==> config.mk <==
export PLATFORM = sky130hd
export DESIGN_NAME = mini_core
export DESIGN_NICKNAME = d
export VERILOG_FILES = /design/src/rtl/mini_core_pkg.sv /design/src/rtl/mini_core_regfile.sv /design/src/rtl/mini_core_ctrl.sv /design/src/rtl/mini_core_dpath.sv /design/src/rtl/mini_core.sv
export SDC_FILE = /design/constraint.sdc
export NUM_CORES = 2
export LEC_CHECK = 0
export BUFFER_PORTS_ARGS = -buffer_cell sky130_fd_sc_hd__buf_2
export CAP_MARGIN = 0
export CORE_MARGIN = 4
export CORE_UTILIZATION = 63
export CTS_CLUSTER_DIAMETER = 100
export DETAILED_ROUTE_END_ITERATION = 8
export PLACE_DENSITY_LB_ADDON = 0.3
export SYNTH_ARGS = -nofsm -noshare
export SYNTH_HDL_FRONTEND = slang
export SYNTH_HIERARCHICAL = 1
export SYNTH_SLANG_ARGS = --single-unit
==> constraint.sdc <==
create_clock -name clk -period 8.4 [get_ports clk]
set_input_delay 1.68 -clock clk [delete_from_list [all_inputs] [get_ports clk]]
set_output_delay 1.68 -clock clk [all_outputs]
set_load 0.05 [all_outputs]
==> src/rtl/mini_core_pkg.sv <==
package mini_core_pkg;

  localparam logic [5:0] OP_ADDI  = 6'b001001;
  localparam logic [5:0] OP_BNE   = 6'b000101;
  localparam logic [5:0] OP_LOAD  = 6'b100011;
  localparam logic [5:0] OP_STORE = 6'b101011;
  localparam logic [5:0] OP_SYS   = 6'b010000;
  localparam logic [4:0] SYS_HOST = 5'b00100;

  typedef enum logic [2:0] {
    K_NOP, K_ADDI, K_BNE, K_LOAD, K_STORE, K_HOST
  } instKind_t;

  // Strobes from control to datapath
  typedef struct packed {
    logic takeBranch; // next PC from adder instead of PC+4
    logic opAShift;   // operand A = imm<<2 instead of R[rs]
    logic opBPc;      // operand B = PC+4 instead of imm
    logic wbMem;      // writeback from memory instead of adder
    logic regWe;
    logic memValid;
    logic memWrite;
    logic hostEn;
  } coreCtl_t;

endpackage

==> src/rtl/mini_core_regfile.sv <==
module mini_core_regfile #(
  parameter int W     = 32,
  parameter int COUNT = 32,
  localparam int AW   = $clog2(COUNT)
) (
  input  logic          clk,
  input  logic [AW-1:0] rAddrA,
  output logic [W-1:0]  rDataA,
  input  logic [AW-1:0] rAddrB,
  output logic [W-1:0]  rDataB,
  input  logic          wEn,
  input  logic [AW-1:0] wAddr,
  input  logic [W-1:0]  wData
);

  logic [W-1:0] regs [COUNT];

  always_ff @(posedge clk) begin
    if (wEn && (wAddr != '0)) regs[wAddr] <= wData;
  end

  assign rDataA = (rAddrA == '0) ? '0 : regs[rAddrA];
  assign rDataB = (rAddrB == '0) ? '0 : regs[rAddrB];

endmodule

==> src/rtl/mini_core_ctrl.sv <==
module mini_core_ctrl
  import mini_core_pkg::*;
(
  input  logic        rst,
  input  logic [10:0] instHi,   // instruction bits [31:21]
  input  logic        srcEq,
  output coreCtl_t    ctl
);

  instKind_t kind;
  logic [5:0] opcode;
  logic [4:0] subFn;

  assign opcode = instHi[10:5];
  assign subFn  = instHi[4:0];

  always_comb begin
    unique case (opcode)
      OP_ADDI:  kind = K_ADDI;
      OP_BNE:   kind = K_BNE;
      OP_LOAD:  kind = K_LOAD;
      OP_STORE: kind = K_STORE;
      OP_SYS:   kind = (subFn == SYS_HOST) ? K_HOST : K_NOP;
      default:  kind = K_NOP;
    endcase
  end

  always_comb begin
    ctl = '0;
    unique case (kind)
      K_ADDI:  ctl.regWe = 1'b1;
      K_BNE: begin
        ctl.opAShift   = 1'b1;
        ctl.opBPc      = 1'b1;
        ctl.takeBranch = ~srcEq;
      end
      K_LOAD: begin
        ctl.regWe    = 1'b1;
        ctl.wbMem    = 1'b1;
        ctl.memValid = 1'b1;
      end
      K_STORE: begin
        ctl.memValid = 1'b1;
        ctl.memWrite = 1'b1;
      end
      K_HOST:  ctl.hostEn = 1'b1;
      default: ;
    endcase
    if (rst) begin
      ctl.regWe    = 1'b0;
      ctl.memValid = 1'b0;
      ctl.hostEn   = 1'b0;
    end
  end

endmodule

==> src/rtl/mini_core_dpath.sv <==
module mini_core_dpath
  import mini_core_pkg::*;
#(
  parameter int          XLEN      = 32,
  parameter int          REG_COUNT = 32,
  parameter int          HOST_W    = 8,
  parameter logic [31:0] RESET_PC  = 32'h0000_1000,
  localparam int         AW        = $clog2(REG_COUNT)
) (
  input  logic            clk,
  input  logic            rst,
  input  coreCtl_t        ctl,
  input  logic [25:0]     fields,   // instruction bits [25:0]
  output logic [XLEN-1:0] pc,
  output logic [XLEN-1:0] dmemAddr,
  output logic [XLEN-1:0] dmemWdata,
  input  logic [XLEN-1:0] dmemRdata,
  output logic [HOST_W-1:0] hostOut,
  output logic            srcEq
);

  logic [AW-1:0]   rsIdx, rtIdx;
  logic [15:0]     imm;
  logic [XLEN-1:0] rsVal, rtVal, immExt, immShift;
  logic [XLEN-1:0] pcPlus4, opA, opB, sum, wbData, pcNext;

  assign rsIdx = fields[21 +: AW];
  assign rtIdx = fields[16 +: AW];
  assign imm   = fields[15:0];

  mini_core_regfile #(.W(XLEN), .COUNT(REG_COUNT)) rf (
    .clk(clk), .rAddrA(rsIdx), .rDataA(rsVal),
    .rAddrB(rtIdx), .rDataB(rtVal),
    .wEn(ctl.regWe), .wAddr(rtIdx), .wData(wbData)
  );

  assign immExt   = {{(XLEN-16){imm[15]}}, imm};
  assign immShift = immExt << 2;
  assign pcPlus4  = pc + XLEN'(4);

  assign opA = ctl.opAShift ? immShift : rsVal;
  assign opB = ctl.opBPc    ? pcPlus4  : immExt;
  assign sum = opA + opB;

  assign dmemAddr  = sum;
  assign dmemWdata = rtVal;
  assign wbData    = ctl.wbMem ? dmemRdata : sum;
  assign srcEq     = (rsVal == rtVal);
  assign pcNext    = ctl.takeBranch ? sum : pcPlus4;

  always_ff @(posedge clk) begin
    if (rst) pc <= XLEN'(RESET_PC);
    else     pc <= pcNext;
  end

  always_ff @(posedge clk) begin
    if (rst)             hostOut <= '0;
    else if (ctl.hostEn) hostOut <= rtVal[HOST_W-1:0];
  end

endmodule

==> src/rtl/mini_core.sv <==
module mini_core
  import mini_core_pkg::*;
#(
  parameter int          XLEN      = 32,
  parameter int          REG_COUNT = 32,
  parameter int          HOST_W    = 8,
  parameter logic [31:0] RESET_PC  = 32'h0000_1000
) (
  input  logic              clk,
  input  logic              rst,
  output logic [XLEN-1:0]   imemAddr,
  output logic              imemValid,
  input  logic [31:0]       imemData,
  output logic [XLEN-1:0]   dmemAddr,
  output logic [XLEN-1:0]   dmemWdata,
  output logic              dmemWrite,
  output logic              dmemValid,
  input  logic [XLEN-1:0]   dmemRdata,
  output logic [HOST_W-1:0] hostOut
);

  coreCtl_t ctl;
  logic     srcEq;

  mini_core_ctrl ctrl (
    .rst(rst), .instHi(imemData[31:21]), .srcEq(srcEq), .ctl(ctl)
  );

  mini_core_dpath #(
    .XLEN(XLEN), .REG_COUNT(REG_COUNT), .HOST_W(HOST_W), .RESET_PC(RESET_PC)
  ) dpath (
    .clk(clk), .rst(rst), .ctl(ctl), .fields(imemData[25:0]),
    .pc(imemAddr), .dmemAddr(dmemAddr), .dmemWdata(dmemWdata),
    .dmemRdata(dmemRdata), .hostOut(hostOut), .srcEq(srcEq)
  );

  assign imemValid = 1'b1;
  assign dmemValid = ctl.memValid;
  assign dmemWrite = ctl.memWrite;

endmodule

# After elaboration in Yosys (flattened, before gate mapping)
# Memory sizes are Yosys's and may differ from the RTL's.
# Cells that the tools add are included.
op_classes:
  mux: 18
  eq_ne: 12
  bitwise_logic: 1
  addsub: 2
  n_reduce_logical: 6
op_table:
  columns: ["op", "n"]
  rows:
  - ["$mux W32", 6]
  - ["$add A32 B3 Y32 const B", 1]
  - ["$add A32 B32 Y32", 1]
  - ["$eq A32 B32 Y1", 1]
  - ["$pmux W3 S5", 1]
  - ["$eq A6 B6 Y1 const B", 2]
  - ["$logic_not A5 Y1", 2]
  - ["$mux W1", 8]
  - ["$eq A3 B2 Y1 const B", 2]
  - ["$eq A3 B3 Y1 const B", 2]
  - ["$eq A6 B3 Y1 const B", 1]
  - ["$eq A6 B4 Y1 const B", 1]
  - ["$eq A6 B5 Y1 const B", 1]
  - ["$mux W3", 2]
  - ["$eq A5 B3 Y1 const B", 1]
  - ["$reduce_bool A5 Y1", 1]
  - ["$reduce_or A2 Y1", 2]
  - ["$eq A3 B1 Y1 const B", 1]
  - ["$mux W2", 1]
  - ["$logic_and A1 B1 Y1", 1]
  - ["$not A1 Y1", 1]
word_totals:
  inputBits: 66
  reg_bits: 40
  elab_cells: 42
  memories: 1
  mem_bits_rw: 1024
memory_table:
  columns: ["memory", "words", "width", "read_ports", "rd_clocked_by_memory_dff", "write_ports", "line_no", "source"]
  rows:
  - ["dpath.rf.regs", 32, 32, 2, 0, 1, "mini_core_regfile.sv:16", "logic [W-1:0] regs [COUNT];"]

# Depth between registers and ports, before layout
depth:
  depth_word: 10
  depth_mapped: 20

# Cells and area by module
# Netlist, hierarchy kept.
by_module_without_submodules:
  columns: ["mod", "area_per_inst_um2", "cells_each", "n_inst"]
  rows:
  - ["mini_core_regfile", 47929.7, 2564, 1]
  - ["mini_core_dpath", 5241.3, 728, 1]
  - ["mini_core_ctrl", 126.4, 17, 1]
  - ["mini_core", 11.3, 2, 1]

# Worst setup path after synthesis
# Ideal clock, no wire load.
synth_timing:
  path_type: "in2reg"
  from: "in imemData[21]"
  to: "mem dpath.rf.regs[0][28], data pin"
  cell_stages: 15
  arrival_time_ns: 7.076
  slack_ns: 0.709
  n_path_buf: 3
  cell_sequence: "buf_2 buf_2 mux4_2 nor2b_1 a211oi_1 a311oi_1 mux2_2 ha_1 clkbuf_1 nand4_1 a211o_1 a21o_1 a21boi_0 o21bai_1 o311ai_0"
synth_rtl:
  columns: ["item", "line_no", "source"]
  rows:
  - ["start: declaration", "mini_core.sv:13", "input logic [31:0] imemData,"]
  - ["$mem_v2 Z32 W32 or $logic_not A5 Y1 (tied branches)", null, null]
  - ["$mux W32 *", "mini_core_regfile.sv:22", "assign rDataA = (rAddrA == '0) ? '0 : regs[rAddrA];"]
  - ["via dpath.rsVal[9]", "mini_core_dpath.sv:24", "logic [XLEN-1:0] rsVal, rtVal, immExt, immShift;"]
  - ["$mux W32 *", "mini_core_dpath.sv:41", "assign opA = ctl.opAShift ? immShift : rsVal;"]
  - ["$add A32 B32 Y32 *", "mini_core_dpath.sv:43", "assign sum = opA + opB;"]
  - ["$mux W32 *", "mini_core_dpath.sv:47", "assign wbData = ctl.wbMem ? dmemRdata : sum;"]
  - ["via dpath.wbData[28]", "mini_core_dpath.sv:25", "logic [XLEN-1:0] pcPlus4, opA, opB, sum, wbData, pcNext;"]
  - ["end: declaration", "mini_core_regfile.sv:16", null]
# Mark *: on every way through the listed nets, which the timed path passes. The rest lies on a longest branch.

# Worst setup path after layout
layout_timing:
  from: "in imemData[21]"
  to: "out dmemAddr[30]"
layout_rtl:
  columns: ["item", "line_no", "source"]
  rows:
  - ["$mem_v2 Z32 W32 or $logic_not A5 Y1 (tied branches)", null, null]
  - ["$mux W32 *", "mini_core_regfile.sv:22", null]
  - ["via dpath.rsVal[0]", "mini_core_dpath.sv:24", null]
  - ["$mux W32 *", "mini_core_dpath.sv:41", null]
  - ["$add A32 B32 Y32 *", "mini_core_dpath.sv:43", null]
  - ["end: declaration", "mini_core.sv:14", "output logic [XLEN-1:0] dmemAddr,"]
# Marked as above.

==> reports/qor_table.md <==
| Stage | Parameter | This run |
|---|---|---|
| clocking | Cell chosen for the clock root | clkbuf_16 |
| clocking | TritonCTS clock tree | yes |
| synthesis | Post-Synthesis Cell Area | 0.0533 mm2 |
| synthesis | Number of distinct library cell variants in the gate-level netlist after synthesis | 77 |
| clocking | Clock sink count | 1064 |
| grt | Largest net degree at the start of global routing | 94 |
| detailed routing | Routed length per instance | 37.8 um |
| sta | Slew at the pin with the worst max-slew slack | 1450 ps |
| sta | Post-route fraction of the period consumed by the critical path | 98.2% |
| synthesis | Biggest area consumer among synthesized cells | edfxtp_1 |
| worst setup path | Critical path, cell by cell | clkbuf_8, clkinv_2, buf_12, buf_4, o21ai_0, a311oi_2, nor2b_1, ha_1, fa_1, a21o_1, a31oi_1, o31ai_1, a41oi_1, buf_4, o311ai_1, buf_4, nor3_1, nor2_1, buf_2 |
| worst setup path | Highest cell delay on the worst timing path | 420 ps |
| die | Initial standard-cell utilization of the core | 63.6% |
| worst setup path | Startpoint-to-endpoint class of the critical path | input pin to output port |
| die | Y dimension of the die | 299 um |
| sta | Minimum clock period | 8250 ps |
| detailed routing | Remaining DRCs | 0 |
| die | Core outline area | 0.0838 mm2 |
| clocking | Total of hold buffers inserted after clock tree synthesis | 0 |
| worst setup path | Worst setup path start | imemData[21] |
| grt | Via count of the first global-routing pass | 37150 |
| worst setup path | Number of cells on the worst reg-to-reg path | 15 |
| power and ir drop | Static leakage power | 20.7 nW |
| sta | Fin. Hold Viols | 0 |
| detailed routing | Number of iterations in the first detailed-routing pass | 7 |
| power and ir drop | Worst vdd ir | 0.174 mV |
| grt | Global-route total usage across every layer | 40.1% |
| detailed routing | Total wire length | 181000 um |
| worst hold path | Class of the tightest hold or removal check | flip-flop to flip-flop |
| synthesis | Mapped Avg Cell Area | 16.1 um2 |
| worst setup path | Critical Path Sink | dmemAddr[30] |
| final layout | Most frequent standard cell in the layout excluding fill and tap cells | edfxtp_1 |
| grt | Remaining Overflow, GRT | 0 |
| place | Placed insts | 4588 |
| synthesis | Syn Inst Count | 3311 |
| final layout | Synthesis-to-finish area growth | 13.3% |
| grt | Antenna violations before repair | 5 |
| synthesis | Number of enable-type register cells in the synthesized netlist | 1024 |
| sta | Worst Setup Slack, final | 154 ps |
| worst setup path | Data arrival time at the worst-slack endpoint | 6570 ps |
| place | Worst slack at placement | 251 ps |
| clocking | Clock buffers created by TritonCTS | 109 |
| place | Half-perimeter wire length after placement | 113000 um |
| die | Number of standard-cell rows in the floorplan | 106 |
| sta | Tightest slew margin relative to the limit | 3.07% |
| power and ir drop | Final total power | 14.1 mW |
| synthesis | Predominant post-synthesis flop cell | edfxtp_1 |
| final layout | Most used cells in the layout excluding fill and tap cells | edfxtp_1, mux2i_1, mux4_2 |
| outcome | Outcome | completed |
| sta | Achievable frequency | 121 MHz |
| grt | Global-route wire length before repair | 258000 um |
| final layout | Utilization after layout | 72.0% |
| synthesis | Ys Warns | 6 |
| place | Count of buffers inserted at the top-level ports | 171 |
| sta | Finish-stage setup viols | 0 |
| detailed routing | Number of DRC violations after detailed-routing iteration 0 | 6183 |
| worst setup path | Beginning of the worst register-to-register path | dpath/rf/regs[23][0] |
| worst setup path | Sort of element at the end of the critical path | output port |
| sta | Fin. max-slew vios | 0 |
| worst setup path | FF-to-FF End | dpath/rf/regs[31][30] |
| clocking | Clock input transition at the sequential cells of the worst setup and hold paths | 70 ps |
| clocking | Buffers from clock root to sink, at most | 3 |
| worst setup path | Startpoint types | input pin |
| detailed routing | Number of routed nets with antenna violations | 0 |
| worst setup path | Max Fanout on Critical Path | 32 |
| die | Die Footprint | 0.0893 mm2 |
| die | Width of the die | 299 um |
| clocking | Worst skew pair latency | 700 ps |
| final layout | Net total in the final layout | 3671 |
| worst setup path | Most frequent CP cell | buf_4 |
| die | I/O pin total | 173 |
| job | Number of violations of the max-capacitance limit | 0 |
| place | Last weighted congestion value of the routability-driven placer | 1.06 |
| sta | Unrepaired setup endpoints after global routing | no |
| sta | Total negative slack for setup checks | 0 ps |
| synthesis | Post-synthesis sequential element count | 1064 |
| clocking | CTS HTree Levels | 3 |
| synthesis | Synth top area share | 57.7% |
| worst setup path | Required time of the worst setup path | 6720 ps |
| sta | Worst clock skew | 33.9 ps |
| synthesis | Biggest area contributors in the synthesized netlist | edfxtp_1, mux4_2, mux2i_1, mux4_1, mux2_2 |
| final layout | Non-filler cells in the finished layout | 4799 |
| power and ir drop | PwrDens | 233 mW/mm2 |
| final layout | Layout cells sized above 1 | 28.3% |
| synthesis | FFs w/ async S/R, synth | 0% |
| detailed routing | Mean number of vias per cell | 7.80 |
| synthesis | Proportion of synthesized chip area in sequential cells | 59.2% |
| detailed routing | Via count | 37425 |
| worst setup path | CP max stage cell | o21ai_0 |
| worst setup path | Minimum setup slack among reg-to-reg paths | 2850 ps |
-- synthesized netlist by cell type (65+ instances only) --
| library cell | instances |
|---|---|
| clkbuf_1 | 129 |
| nand2_1 | 163 |
| a211oi_1 | 75 |
| o21ai_0 | 105 |
| mux2_2 | 91 |
| a22oi_1 | 65 |
| a21oi_1 | 93 |
| edfxtp_1 | 1024 |
| mux2i_1 | 336 |
| mux4_2 | 298 |
| nor2_1 | 98 |
| o221ai_1 | 67 |
-- sequential cells by signal (all words and copies together) (netlist names) --
name	flops
dpath/hostOut	8
dpath/rf/regs	1024
dpath/pc	32
-- stage by stage --
step,hold slack (ps),instance area (um2)
2_1_floorplan,738,53400
3_3_place_gp,467,56600
3_5_place_dp,479,56600
4_1_cts,497,60300
5_1_grt,528,60400
6_report,504,60400
-- routing by layer --
layer / track usage [%] / share of wire [%]
met1: 50.1 / 31
met2: 60.4 / 45
met3: 14.5 / 17
met4: 24.6 / 7.2
met5: 0.703 / 0.051
-- cell families after synthesis --
logic type | share of synthesized area [%]
xor gates and xnor gates | 1.46
muxes | 23.5
AOI/OAI and AO/OA | 7.74
other | 0.0141
adders and majority gates | 0.953
DFF | 59.2
and+or+nand+nor | 4.25
buffers and inverters | 2.92
-- worst max-delay path, delay by kind of cell --
kind,cells,cell delay (ps)
buf+inv,7,1670
fa+ha+maj,2,680
simple gates,3,610
compound gates,7,1810
-- power by group --
part / internal (mW) / total (mW) / leakage (nW) / switching, mW
combinational: 0.681 / 2.55 / 9.33 / 1.87
sequential: 6.43 / 6.46 / 9.55 / 0.0271
clock: 2.96 / 5.07 / 1.82 / 2.10
-- final cells by class --
cell class,instances,area [um2]
timing repair buffer,369,2730
fill,4994,23400
antenna,6,15.0
clock buffer,124,2810
inverter,51,193
multi-input combinational,1970,20700
sequential,1064,31600
clock inverter,81,936
tap,1134,1420
-- worst min-delay path by stage --
| stage | from | endpoint | slack (ps) | depth (start not counted) |
|---|---|---|---|---|
| after floorplan | dpath/hostOut[0] | dpath/hostOut[0] | 740 | 2 |
| after global placement | dpath/hostOut[0] | dpath/hostOut[0] | 470 | 2 |
| after detailed placement | dpath/hostOut[2] | dpath/hostOut[2] | 480 | 2 |
| after CTS | dpath/hostOut[2] | dpath/hostOut[2] | 500 | 2 |
| after global routing | dpath/hostOut[1] | dpath/hostOut[1] | 530 | 2 |
| final | dpath/hostOut[2] | dpath/hostOut[2] | 500 | 2 |
-- timing repair --
action,in CTS,in global routing
buffers inserted,0,0
resized for setup,0,8
setup endpoints to repair,0,6
(Power assumes the default switching activity.)
